[src/rtl/irq_router_pkg.sv]
package irq_router_pkg;

    typedef logic [31:0] word_t;

    // Source-word bit positions (decoded by software, so fixed)
    localparam int SRC_GRP   = 4;
    localparam int SRC_TMR0  = 0;
    localparam int SRC_MBX0  = 4;
    localparam int SRC_UP    = 8;
    localparam int SRC_LTMR  = 11;

    // Register map
    localparam logic [7:0] OFS_ROUTE = 8'h0C;
    localparam logic [3:0] RGN_TCTL  = 4'h4;
    localparam logic [3:0] RGN_MCTL  = 4'h5;
    localparam logic [3:0] RGN_ISRC  = 4'h6;
    localparam logic [3:0] RGN_FSRC  = 4'h7;

    localparam int CTL_W   = 8;
    localparam int ROUTE_W = 2;

endpackage

[src/rtl/irq_core_steer.sv]
module irq_core_steer
    import irq_router_pkg::*;
(
    input  logic                 clk,
    input  logic                 rst_n,
    input  logic [CTL_W-1:0]     tmr_ctl,
    input  logic [CTL_W-1:0]     mbx_ctl,
    input  logic [SRC_GRP-1:0]   tmr_src,
    input  logic [SRC_GRP-1:0]   mbx_src,
    input  logic                 up_irq_hit,
    input  logic                 up_fiq_hit,
    input  logic                 lt_irq,
    input  logic                 lt_fiq,
    output word_t                irq_word,
    output word_t                fiq_word
);

    // FIQ enable in the upper nibble wins over IRQ enable in the lower one
    always_comb begin
        irq_word = '0;
        fiq_word = '0;
        for (int j = 0; j < SRC_GRP; j++) begin
            fiq_word[SRC_TMR0+j] = tmr_src[j] & tmr_ctl[SRC_GRP+j];
            irq_word[SRC_TMR0+j] = tmr_src[j] & tmr_ctl[j] & ~tmr_ctl[SRC_GRP+j];
            fiq_word[SRC_MBX0+j] = mbx_src[j] & mbx_ctl[SRC_GRP+j];
            irq_word[SRC_MBX0+j] = mbx_src[j] & mbx_ctl[j] & ~mbx_ctl[SRC_GRP+j];
        end
        irq_word[SRC_UP]   = up_irq_hit;
        fiq_word[SRC_UP]   = up_fiq_hit;
        irq_word[SRC_LTMR] = lt_irq;
        fiq_word[SRC_LTMR] = lt_fiq;
    end

    // a locally steered source never shows up in both words
    a_r4_fiq_excludes_irq: assert property (@(posedge clk) disable iff (!rst_n)
        (irq_word[7:0] & fiq_word[7:0]) == 8'h00);

    // with no timer enables set, timer bits stay clear in both words
    a_r5_timer_masked: assert property (@(posedge clk) disable iff (!rst_n)
        (tmr_ctl == '0) |-> (irq_word[3:0] == 4'h0 && fiq_word[3:0] == 4'h0));

    // with no mailbox enables set, mailbox bits stay clear in both words
    a_r6_mbox_masked: assert property (@(posedge clk) disable iff (!rst_n)
        (mbx_ctl == '0) |-> (irq_word[7:4] == 4'h0 && fiq_word[7:4] == 4'h0));

endmodule

[src/rtl/irq_router_regs.sv]
module irq_router_regs
    import irq_router_pkg::*;
#(
    parameter int NCORE = 4
) (
    input  logic                          clk,
    input  logic                          rst_n,
    input  logic                          reg_en,
    input  logic                          reg_we,
    input  logic [7:0]                    reg_addr,
    input  logic [31:0]                   reg_wdata,
    input  logic [NCORE-1:0][31:0]        irq_words,
    input  logic [NCORE-1:0][31:0]        fiq_words,
    output logic [ROUTE_W-1:0]            route_irq,
    output logic [ROUTE_W-1:0]            route_fiq,
    output logic [NCORE-1:0][CTL_W-1:0]   tmr_ctl,
    output logic [NCORE-1:0][CTL_W-1:0]   mbx_ctl,
    output logic [31:0]                   reg_rdata
);

    localparam int IDX_W = 2;

    logic [3:0]       region;
    logic [IDX_W-1:0] idx;
    logic             aligned;
    logic             idx_ok;
    logic             wr_route;
    logic             wr_tctl;
    logic             wr_mctl;
    logic [23:0]      wdata_unused;

    assign region       = reg_addr[7:4];
    assign idx          = reg_addr[3:2];
    assign aligned      = (reg_addr[1:0] == 2'b00);
    assign idx_ok       = (int'(idx) < NCORE);
    assign wr_route     = reg_en && reg_we && (reg_addr == OFS_ROUTE);
    assign wr_tctl      = reg_en && reg_we && aligned && idx_ok && (region == RGN_TCTL);
    assign wr_mctl      = reg_en && reg_we && aligned && idx_ok && (region == RGN_MCTL);
    assign wdata_unused = reg_wdata[31:8];

    always_ff @(posedge clk or negedge rst_n) begin
        if (!rst_n) begin
            route_irq <= '0;
            route_fiq <= '0;
        end else if (wr_route) begin
            route_irq <= reg_wdata[1:0];
            route_fiq <= reg_wdata[3:2];
        end
    end

    for (genvar c = 0; c < NCORE; c++) begin : g_ctl
        always_ff @(posedge clk or negedge rst_n) begin
            if (!rst_n) begin
                tmr_ctl[c] <= '0;
                mbx_ctl[c] <= '0;
            end else begin
                if (wr_tctl && int'(idx) == c) tmr_ctl[c] <= reg_wdata[CTL_W-1:0];
                if (wr_mctl && int'(idx) == c) mbx_ctl[c] <= reg_wdata[CTL_W-1:0];
            end
        end

        // a write to this core's timer-enable slot lands in the low byte
        a_r2_tctl_lands: assert property (@(posedge clk) disable iff (!rst_n)
            (reg_en && reg_we && reg_addr == 8'(8'h40 + 4*c))
            |=> (tmr_ctl[c] == $past(reg_wdata[7:0])));
    end

    always_comb begin
        reg_rdata = '0;
        if (reg_addr == OFS_ROUTE) begin
            reg_rdata = {28'h0, route_fiq, route_irq};
        end else if (aligned && idx_ok) begin
            unique case (region)
                RGN_TCTL: reg_rdata = {24'h0, tmr_ctl[idx]};
                RGN_MCTL: reg_rdata = {24'h0, mbx_ctl[idx]};
                RGN_ISRC: reg_rdata = irq_words[idx];
                RGN_FSRC: reg_rdata = fiq_words[idx];
                default:  reg_rdata = '0;
            endcase
        end
    end

    // the route fields move only on a write to their own offset
    a_r8_route_hold: assert property (@(posedge clk) disable iff (!rst_n)
        !wr_route |=> $stable({route_fiq, route_irq}));

    // writes into the source-word ranges leave all registers untouched
    a_r11_src_read_only: assert property (@(posedge clk) disable iff (!rst_n)
        (reg_en && reg_we && (region == RGN_ISRC || region == RGN_FSRC))
        |=> ($stable(tmr_ctl) && $stable(mbx_ctl) && $stable({route_fiq, route_irq})));

    // offset zero is undecoded and reads as zero
    a_r12_hole_reads_zero: assert property (@(posedge clk) disable iff (!rst_n)
        (reg_en && !reg_we && reg_addr == 8'h00) |-> (reg_rdata == 32'h0));

endmodule

[src/rtl/irq_core_router.sv]
module irq_core_router
    import irq_router_pkg::*;
#(
    parameter int NCORE = 4
) (
    input  logic                     clk,
    input  logic                     rst_n,
    input  logic [SRC_GRP*NCORE-1:0] tmr_line,
    input  logic [SRC_GRP*NCORE-1:0] mbx_pend,
    input  logic [NCORE-1:0]         ltmr_irq,
    input  logic [NCORE-1:0]         ltmr_fiq,
    input  logic                     up_irq,
    input  logic                     up_fiq,
    input  logic                     reg_en,
    input  logic                     reg_we,
    input  logic [7:0]               reg_addr,
    input  logic [31:0]              reg_wdata,
    output logic [31:0]              reg_rdata,
    output logic [NCORE-1:0]         core_irq,
    output logic [NCORE-1:0]         core_fiq
);

    logic [ROUTE_W-1:0]          route_irq;
    logic [ROUTE_W-1:0]          route_fiq;
    logic [NCORE-1:0][CTL_W-1:0] tmr_ctl;
    logic [NCORE-1:0][CTL_W-1:0] mbx_ctl;
    logic [NCORE-1:0][31:0]      irq_words;
    logic [NCORE-1:0][31:0]      fiq_words;
    logic [NCORE-1:0]            up_irq_hit;
    logic [NCORE-1:0]            up_fiq_hit;

    irq_router_regs #(.NCORE(NCORE)) regs_i (
        .clk       (clk),
        .rst_n     (rst_n),
        .reg_en    (reg_en),
        .reg_we    (reg_we),
        .reg_addr  (reg_addr),
        .reg_wdata (reg_wdata),
        .irq_words (irq_words),
        .fiq_words (fiq_words),
        .route_irq (route_irq),
        .route_fiq (route_fiq),
        .tmr_ctl   (tmr_ctl),
        .mbx_ctl   (mbx_ctl),
        .reg_rdata (reg_rdata)
    );

    for (genvar c = 0; c < NCORE; c++) begin : g_core
        assign up_irq_hit[c] = up_irq && (route_irq == ROUTE_W'(c));
        assign up_fiq_hit[c] = up_fiq && (route_fiq == ROUTE_W'(c));

        irq_core_steer steer_i (
            .clk        (clk),
            .rst_n      (rst_n),
            .tmr_ctl    (tmr_ctl[c]),
            .mbx_ctl    (mbx_ctl[c]),
            .tmr_src    (tmr_line[SRC_GRP*c +: SRC_GRP]),
            .mbx_src    (mbx_pend[SRC_GRP*c +: SRC_GRP]),
            .up_irq_hit (up_irq_hit[c]),
            .up_fiq_hit (up_fiq_hit[c]),
            .lt_irq     (ltmr_irq[c]),
            .lt_fiq     (ltmr_fiq[c]),
            .irq_word   (irq_words[c]),
            .fiq_word   (fiq_words[c])
        );

        assign core_irq[c] = |irq_words[c];
        assign core_fiq[c] = |fiq_words[c];

        // a core output is high exactly when its word holds a source
        a_r10_irq_level: assert property (@(posedge clk) disable iff (!rst_n)
            core_irq[c] == (irq_words[c] != 32'h0));
        a_r10_fiq_level: assert property (@(posedge clk) disable iff (!rst_n)
            core_fiq[c] == (fiq_words[c] != 32'h0));
    end

    // each upstream line reaches at most one core
    a_r7_up_single_target: assert property (@(posedge clk) disable iff (!rst_n)
        $onehot0(up_irq_hit) && $onehot0(up_fiq_hit));

endmodule

[config.mk]
export PLATFORM = sky130hd
export DESIGN_NAME = irq_core_router
export DESIGN_NICKNAME = d
export VERILOG_FILES = /design/src/rtl/irq_router_pkg.sv /design/src/rtl/irq_core_steer.sv /design/src/rtl/irq_router_regs.sv /design/src/rtl/irq_core_router.sv
export SDC_FILE = /design/constraint.sdc
export NUM_CORES = 1
export LEC_CHECK = 0
export ABC_AREA = 1
export BUFFER_PORTS_ARGS = -buffer_cell sky130_fd_sc_hd__buf_2
export CORE_MARGIN = 3
export CORE_UTILIZATION = 40
export DETAILED_ROUTE_END_ITERATION = 10
export GPL_ROUTABILITY_DRIVEN = 0
export PLACE_DENSITY_LB_ADDON = 0.12
export SLEW_MARGIN = 20
export SYNTH_ARGS = -nofsm -noshare
export SYNTH_HDL_FRONTEND = slang
export SYNTH_SLANG_ARGS = --single-unit
[constraint.sdc]
create_clock -name clk -period 3.09 [get_ports clk]
set_clock_uncertainty 0.1 [all_clocks]
set_input_delay 0.1545 -clock clk [delete_from_list [all_inputs] [get_ports clk]]
set_output_delay 0.1545 -clock clk [all_outputs]
set_load 0.1 [all_outputs]
Yosys cells after proc, flatten, opt, wreduce, memory -nomap -nowiden
Index checks and enable logic that the tools add are counted.

operators by class
  $lt $le $gt $ge = 1
  shift operators = 0
  equal/unequal tests = 14
  bitwise gates (word level) = 128
  divide/modulo/power cells = 0
  reduce and logical (&&, ||, !) cells = 33
  muxes and demuxes = 11
  multiply operators = 0
  $add $sub $neg = 0

operator list
  cell                number
  $bmux 32 s2         2
  $mux 32             4
  $pmux 32 s4         1
  $and 1x1->1         96
  $reduce_or 10->1    8
  $bmux 8 s2          2
  $not 1->1           32
  $logic_and 1x1->1   21
  $eq 4x3->1 const B  4
  $mux 8              2
  $eq 2x2->1 const B  6
  $eq 8x4->1 const B  1
  $logic_not 2->1     4
  $eq 2x1->1 const B  3
  $lt 2x3->1 const B  1

storage, ports and cells
  flip-flop bits (word level) = 68
  memories = 0
  word-level logic and storage cells = 197
  output and inout bits = 40
  latch bits = 0
  bits in read-only memories = 0
  input bits = 86
  RAM bits = 0

Depth between registers and ports, before layout
Gate-level depths: netlist of run 1.

  word-level depth = 7
  depth in mapped cells = 13
  depth with buffers taken out = 11

By module
Synthesis of run 1 repeated with hierarchy kept, for this count alone.

unflattened totals
  cells, all modules = 1638
  area, all modules = 8923.6 um^2

by module, submodules not included
  module           times used  cells each  seq. area each (um^2)  area an instance (um^2)
  irq_router_regs  1           940         1701.6                 5412.7
  irq_core_steer   4           81          0.0                    504.2
  irq_core_router  1           374         0.0                    1493.9

Worst setup path before layout of run 1
OpenSTA, ideal clock, no wires.

  path kind = input-to-output
  start = input port reg_addr[2]
  end = output port reg_rdata[11]
  slack = 0.299 ns
  cell stages on the path = 8
  data required time = 2.836 ns
  arrival = 2.537 ns
  path buffers = 2
  cell sequence = buf_2 > inv_2 > nor2_2 > buf_2 > nand2_1 > o21ai_0 > o21ai_0 > a21oi_1

on the way
  longest elaborated chain between the ends = 5
  elaborated cells on any way between the ends = 8
  classes of those cells = 1 x eq/ne; 7 x mux

ends and longest elaborated chain
  element                         RTL line                                      text
  from (decl)                     irq_core_router.sv:16                         input logic [7:0] reg_addr,
  $bmux 32 s2 (on tied branches)  irq_router_regs.sv:77, irq_router_regs.sv:76
  $mux 32 (on tied branches)      irq_router_regs.sv:77, irq_router_regs.sv:76
  $pmux 32 s4                     irq_router_regs.sv:73                         unique case (region)
  $mux 32                         irq_router_regs.sv:72                         end else if (aligned && idx_ok) begin
  $mux 32 *                       irq_router_regs.sv:70                         if (reg_addr == OFS_ROUTE) begin
  to (decl)                       irq_core_router.sv:18                         output logic [31:0] reg_rdata,

Mark *: on every way between the ends. The rest lies on a longest branch, timed or not. The select of a mux whose other input is x is not followed.

Worst setup path after layout of run 1
  start = input port reg_addr[3]
  end = output port reg_rdata[6]

on the way
  longest elaborated chain between the ends = 5
  elaborated cells on any way between the ends = 12
  classes of those cells = 1 x eq/ne; 11 x mux

ends and longest elaborated chain
  element                                                RTL line               text
  $bmux 32 s2 (tied with other cells)                    irq_router_regs.sv:77  RGN_FSRC: reg_rdata = fiq_words[idx];
  $mux 32 (implied by the code) (tied with other cells)  irq_router_regs.sv:77
  $pmux 32 s4                                            irq_router_regs.sv:73
  $mux 32                                                irq_router_regs.sv:72
  $mux 32 *                                              irq_router_regs.sv:70

Marks and branches as above.

==> results.md, run 1 <==
- Worst Hold Depth: 3
- # H-tree levels: 3
- Setup TNS: 0 ps
- Clk root buf: clkbuf_16
- Arr. time, crit path: 2290 ps
- Placed Area: 0.00529 mm^2
- Pwr/cell area: 428 mW/mm^2
- Die Width: 116 um
- Final wirelength: 17300 um
- Clock sink count: 68
- Synth unique cells: 25
- Vias in the first global route: ~5200
- Commonest non-fill, non-tap cell in the layout: nand2_1
- Mapped Area: 0.00480 mm^2
- Antenna violation net count after detailed routing: 0
- Register area share after synthesis: between 30 and 40%
- FMAX: between 0.3 and 0.4 GHz
- Synth warn: 0
- Leakage power: 0.00286 uW
- Layout cells sized above 1: 13.7%
- # setup viols final: 0
- Via/cell ratio: 5.31
- Worst-Skew Late Latency: between 300 and 400 ps
- Congestion Overflow GR: 0
- Initial core utilization: around 42%
- Overall Global Routing Usage: a little over a quarter
- Initial DRC count: 395
- Port bufs: 79
- Area growth from synthesis to layout: 16.1%
- Post-DP HPWL: 13600 um
- Run status: complete, no violations
- Max Cap Violations: 0
- WP depth: 11
- # rows: 39
- Clock transition at the registers of the reported paths: 60 ps
- Hold path start: reg_wdata[5]
- Post-CTS Resized: 0
- I/O pins: roughly 130
- Fin. Hold Viols: 0
- Die Ht: 116 um
- R2r startpoint: regs_i.route_irq[0]$_DFFE_PN0P_
- Nets: between 900 and 1000
- First-pass DRT Iterations: 6
- Cells after synthesis: 760
- Startpoint types: primary input
- Max-slew violations: 0
- Vias: 5242
- Initial antenna violation count: 0
- Max Root-Sink Buffers: 2
- CP Cell Sequence: buf_2, inv_1, nand2_1, nor2_1, nor2_1, nand2_1, nand2_1, nand3_1, nor2_1, nor2_1, buf_2
- Worst Setup End Kind: output port
- Worst EP required: 2840 ps
- Critical-path maximum fanout: 14
- Unrepaired setup endpoints after global routing: no
- CP top delay family: simple AND/OR/NAND/NOR gates
- TritonCTS clock tree: built
- Worst Tran Pin Value: between 700 and 800 ps
- CORE AREA: 0.0116 mm^2
- Critical path origin: reg_addr[3]
- Max incr delay on CP: between 400 and 500 ps
- Hold_ws: 33.5 ps
- Syn Area/Cell: approximately 6.3 um^2
- Worst Reg-to-Reg Cells: 2
- CP max-delay cell: buf_2
- Hold Crit Class: in -> reg
- Most frequent cells in the layout: nand2_1 (333), nor2_1 (85), buf_2 (77)
- Fin crit share: 82.3%
- Most frequent CP cell: nor2_1
- WL per Instance: 17.5 um
- Setup bufs post-CTS: 0
- Worst rel slew slack: 47.4%
- Fin crit period: roughly 2500 ps
- Largest net degree at the start of global routing: 38
- Bufs and invs on worst path: 3
- End-of-flow core utilization: between 40% and 50%
- Area of the die: 0.0134 mm^2
- Number of diodes: 0
- CTS buffer count: 9
- Worst VDD drop: 265 uV
- DRC viols: 0
- First-pass GRT wire length: 27400 um
- Kind of critical path: in -> out
- FF+latch count, synth: 68
- Cell area after layout: 0.00557 mm^2
-- layer usage --
metal | wire length, um | share of wire [%] | GRT usage, % | vias up
met5 | 0 | 0 | 0 | -
met1 | 7180 | 42 | 35.0 | 2438
met2 | 7990 | 46 | 44.5 | 248
li1 | - | - | - | 2520
met3 | 1490 | 8.6 | 6.37 | 36
met4 | 620 | 3.6 | 11.1 | 0
-- synth_stat cells (all sizes together) --
cell type	number	area (um^2)
nand2	334	1260
nor2	91	377
o21ai	71	355
dfrtp	68	1700
inv	58	218
buf	35	255
nand3	32	173
o21a	19	143
a21oi	14	70.1
nand4	10	62.6
clkbuf	8	30.0
nor3	8	51.3
nor4	7	73.8
o22ai	3	18.8
conb	1	3.75
nor3b	1	7.51
-- report_power, final --
group          switching (uW)  internal [uW]
logic                     372            102
clock network             379            580
registers                29.4            924
total                     781           1610
-- sequential cells by signal, indices dropped and copies added (netlist names) --
name and flops:
regs_i.mbx_ctl 32, regs_i.route_fiq 2, regs_i.tmr_ctl 32, regs_i.route_irq 2
-- worst paths after layout --
check / end / slack (ps)
max reg2reg: regs_i.route_irq[0]$_DFFE_PN0P_ / 2230
min: regs_i.mbx_ctl[13]$_DFFE_PN0P_ / 30
min reg2reg: regs_i.tmr_ctl[30]$_DFFE_PN0P_ / 420
max: reg_rdata[6] / 550
min in group asynchronous: regs_i.tmr_ctl[15]$_DFFE_PN0P_ / 340
max in group asynchronous: regs_i.tmr_ctl[23]$_DFFE_PN0P_ / 1870
-- what timing repair did --
item,4_1_cts,5_1_grt
hold buffers,1,0
setup endpoints to repair,0,0
endpoints found under the hold margin,31,0
-- kinds of logic after synthesis --
family	Yosys count	synth area share (%)
AOI/OAI and AO/OA	107	12.2
buffers and inverters	101	10.5
DFF	68	35.4
other	1	0.0781
and+or+nand+nor	483	41.8
-- cell type report --
type,instances,area (um^2)
fillers,1259,5990
inverters,58,218
repair buffers,91,531
flip-flops and latches,68,1700
clock inverters,2,10.0
well taps,143,179
multi-input cells,612,2680
clock buffers,13,260
-- per-stage QoR --
step           setup WS, ps  total power [uW]  std cells
2_1_floorplan           299              1300        781
3_3_place_gp            660              1430        971
3_5_place_dp            614              1440        971
4_1_cts                 610              2400        987
5_1_grt                 368              2490        987
6_report                545              2390        987
-- worst reg2reg max path: cells and delay by family (launching register included) --
family           cells  cell delay (ps)
flip-flops           1              450
AO/OA/AOI/OAI        1               80
AND/OR/NAND/NOR      1               90
(Power assumes the default switching activity.)
==> run 2: changes to the inputs <==
==> constraint.sdc (replaced) <==
create_clock -name clk -period 2.55 [get_ports clk]
set_clock_uncertainty 0.1 [all_clocks]
set_input_delay 0.1275 -clock clk [delete_from_list [all_inputs] [get_ports clk]]
set_output_delay 0.1275 -clock clk [all_outputs]
set_load 0.1 [all_outputs]
==> run 2 against run 1 <==
  * Critical path type unchanged
  * Global-route usage decreased by 1.2 points
  * Via count decreased by 0.71%
  * Hold slack got worse by 29 ps
  * Largest power group unchanged
  * Wire length decreased by 1.5%
  * Die area unchanged
  * Sequential power increased by 22%
  * Register-to-register slack got worse by 530 ps
  * Critical path depth increased by 1
  * Non-clock buffer count unchanged
==> results.md, run 2 (synthesis gave the netlist of run 1 again) <==
- Port bufs: 79 (unchanged)
- Worst VDD drop: 252 uV (-5.0%)
- Initial antenna violation count: 0 (unchanged)
- CORE AREA: 0.0116 mm^2 (unchanged)
- Clk root buf: clkbuf_16
- Pwr/cell area: 515 mW/mm^2 (+20%)
- CP Cell Sequence: buf_2, inv_1, buf_4, nand2_1, nor2_1, nor2_1, nand2_1, nand2_1, nand3_1, nor2_1, nor2_2, buf_12
- Layout cells sized above 1: 14.6% (+0.83 points)
- Congestion Overflow GR: 0 (unchanged)
- Die Ht: 116 um (unchanged)
- CP max-delay cell: nand2_1
- Post-CTS Resized: 0 (unchanged)
- Vias: 5205 (-0.71%)
- # H-tree levels: 3 (unchanged)
- Overall Global Routing Usage: 26.1% (-1.2 points)
- CTS buffer count: 9 (unchanged)
- Largest net degree at the start of global routing: 45 (+18%)
- First-pass DRT Iterations: 6 (unchanged)
- Bufs and invs on worst path: 4 (+1)
- Max-slew violations: 0 (unchanged)
- Number of diodes: 0 (unchanged)
- Commonest non-fill, non-tap cell in the layout: nand2_1
- Initial core utilization: 41.5% (unchanged)
- DRC viols: 0 (unchanged)
- Via/cell ratio: 5.27 (-0.71%)
- Placed Area: 0.00543 mm^2 (+2.6%)
- Run status: complete, no violations
- WL per Instance: 17.3 um (-1.5%)
- Setup TNS: 0 ps (unchanged)
- Largest regs: regs_i.mbx_ctl x32, regs_i.tmr_ctl x32
- Max Root-Sink Buffers: 2 (unchanged)
- # rows: 39 (unchanged)
- Max incr delay on CP: 370 ps (-70 ps)
- Max Cap Violations: 0 (unchanged)
- I/O pins: 126 (unchanged)
- Critical-path maximum fanout: 14 (unchanged)
- Cell area after layout: 0.00573 mm^2 (+2.8%)
- CP top delay family: simple AND/OR/NAND/NOR gates
- Hold Crit Class: in -> reg
- Setup bufs post-CTS: 0 (unchanged)
- Clock sink count: 68 (unchanged)
- Arr. time, crit path: 2040 ps (-250 ps)
- Fin crit share: 89.0%
- Unrepaired setup endpoints after global routing: no
- Area growth from synthesis to layout: 19.4%
- Die Width: 116 um (unchanged)
- Vias in the first global route: 4911 (-5.5%)
- Startpoint types: primary input
- Fin crit period: ~2300 ps
- Kind of critical path: in -> out
- Most frequent cells in the layout: nand2_1 (333), nor2_1 (81), o21ai_0 (71)
- Worst EP required: 2320 ps (-520 ps)
- Worst-Skew Late Latency: 340 ps (about the same)
- Post-DP HPWL: 13500 um (-0.82%)
- Worst rel slew slack: 55.8% (+8.4 points)
- # setup viols final: 0 (unchanged)
- Nets: 926 (unchanged)
- TritonCTS clock tree: built
- Power Total: 2950 uW (+24%)
- Antenna violation net count after detailed routing: 0 (unchanged)
- Clock transition at the registers of the reported paths: 60 ps (about the same)
- Leakage power: 0.00289 uW (+1.1%)
- First-pass GRT wire length: 26100 um (-5.0%)
- Final wirelength: 17000 um (-1.5%)
- Fin. Hold Viols: 0 (unchanged)
- Worst Setup End Kind: output port
- Initial DRC count: 472 (+19%)
- FMAX: 0.440 GHz
- Worst Tran Pin Value: 662 ps (-127 ps)
- Area of the die: 0.0134 mm^2 (unchanged)
==> run 2: cell type report <==
| type | instances | area (um^2) |
|---|---|---|
| Clock buffer | 14 | 284 |
| Inverter | 58 | 218 |
| Sequential cell | 68 | 1700 |
| Tap cell | 143 | 179 |
| Clock inverter | 1 | 5.00 |
| Multi-Input combinational cell | 612 | 2690 |
| Fill cell | 1232 | 5830 |
| Timing Repair Buffer | 91 | 651 |
==> run 2: what timing repair did <==
| item | in CTS | in global routing |
|---|---|---|
| setup endpoints to repair | 0 | 0 |
| hold buffers | 1 | 0 |
| hold endpoints to repair | 24 | 0 |
==> run 2: path summary, 6_finish.rpt <==
kind | startpoint | to | slack, ps | cells past startpoint
worst max-delay path | reg_addr[3] | reg_rdata[4] | 280 | 12
worst min-delay path | reg_wdata[6] | regs_i.mbx_ctl[6]$_DFFE_PN0P_ | 5 | 3
min in group asynchronous | rst_n | regs_i.tmr_ctl[4]$_DFFE_PN0P_ | 230 | 2
worst min register to register | regs_i.tmr_ctl[13]$_DFFE_PN0P_ | regs_i.tmr_ctl[13]$_DFFE_PN0P_ | 410 | 2
worst max register to register | regs_i.mbx_ctl[25]$_DFFE_PN0P_ | regs_i.mbx_ctl[25]$_DFFE_PN0P_ | 1700 | 1
max in group asynchronous | rst_n | regs_i.tmr_ctl[20]$_DFFE_PN0P_ | 1460 | 3
==> run 2: worst min-delay path, delay by kind of cell <==
family / cells / cell delay [ps]
AOI/OAI and AO/OA: 1 / 60
buffers and inverters: 1 / 150
and+or+nand+nor: 1 / 60
==> run 2: through the flow <==
stage | std cells | setup WS, ps | hold WS (ps) | utilization (%)
finish | 987 | 280 | 4.93 | 49.6
global route | 987 | 139 | 36.4 | 49.6
CTS | 987 | 335 | 0.449 | 49.6
detailed placement | 971 | 344 | 66.4 | 47.0
global placement | 971 | 359 | 57.9 | 47.0
floorplan | 781 | 403 | -268 | -
==> run 2: power breakdown <==
part | switching (uW) | leakage (uW) | internal (uW)
Combinational | 451 | 0.00186 | 127
Clock | 457 | 0.000145 | 758
Sequential | 39.1 | 0.000879 | 1120
Total | 947 | 0.00289 | 2000
==> run 2: per-layer routing <==
metal	wire, um	up-vias	track usage (%)
li1	-	2519	-
met1	7250	2390	34.9
met2	7580	255	40.9
met3	1480	41	5.69
met4	721	0	10.9
met5	0	-	0
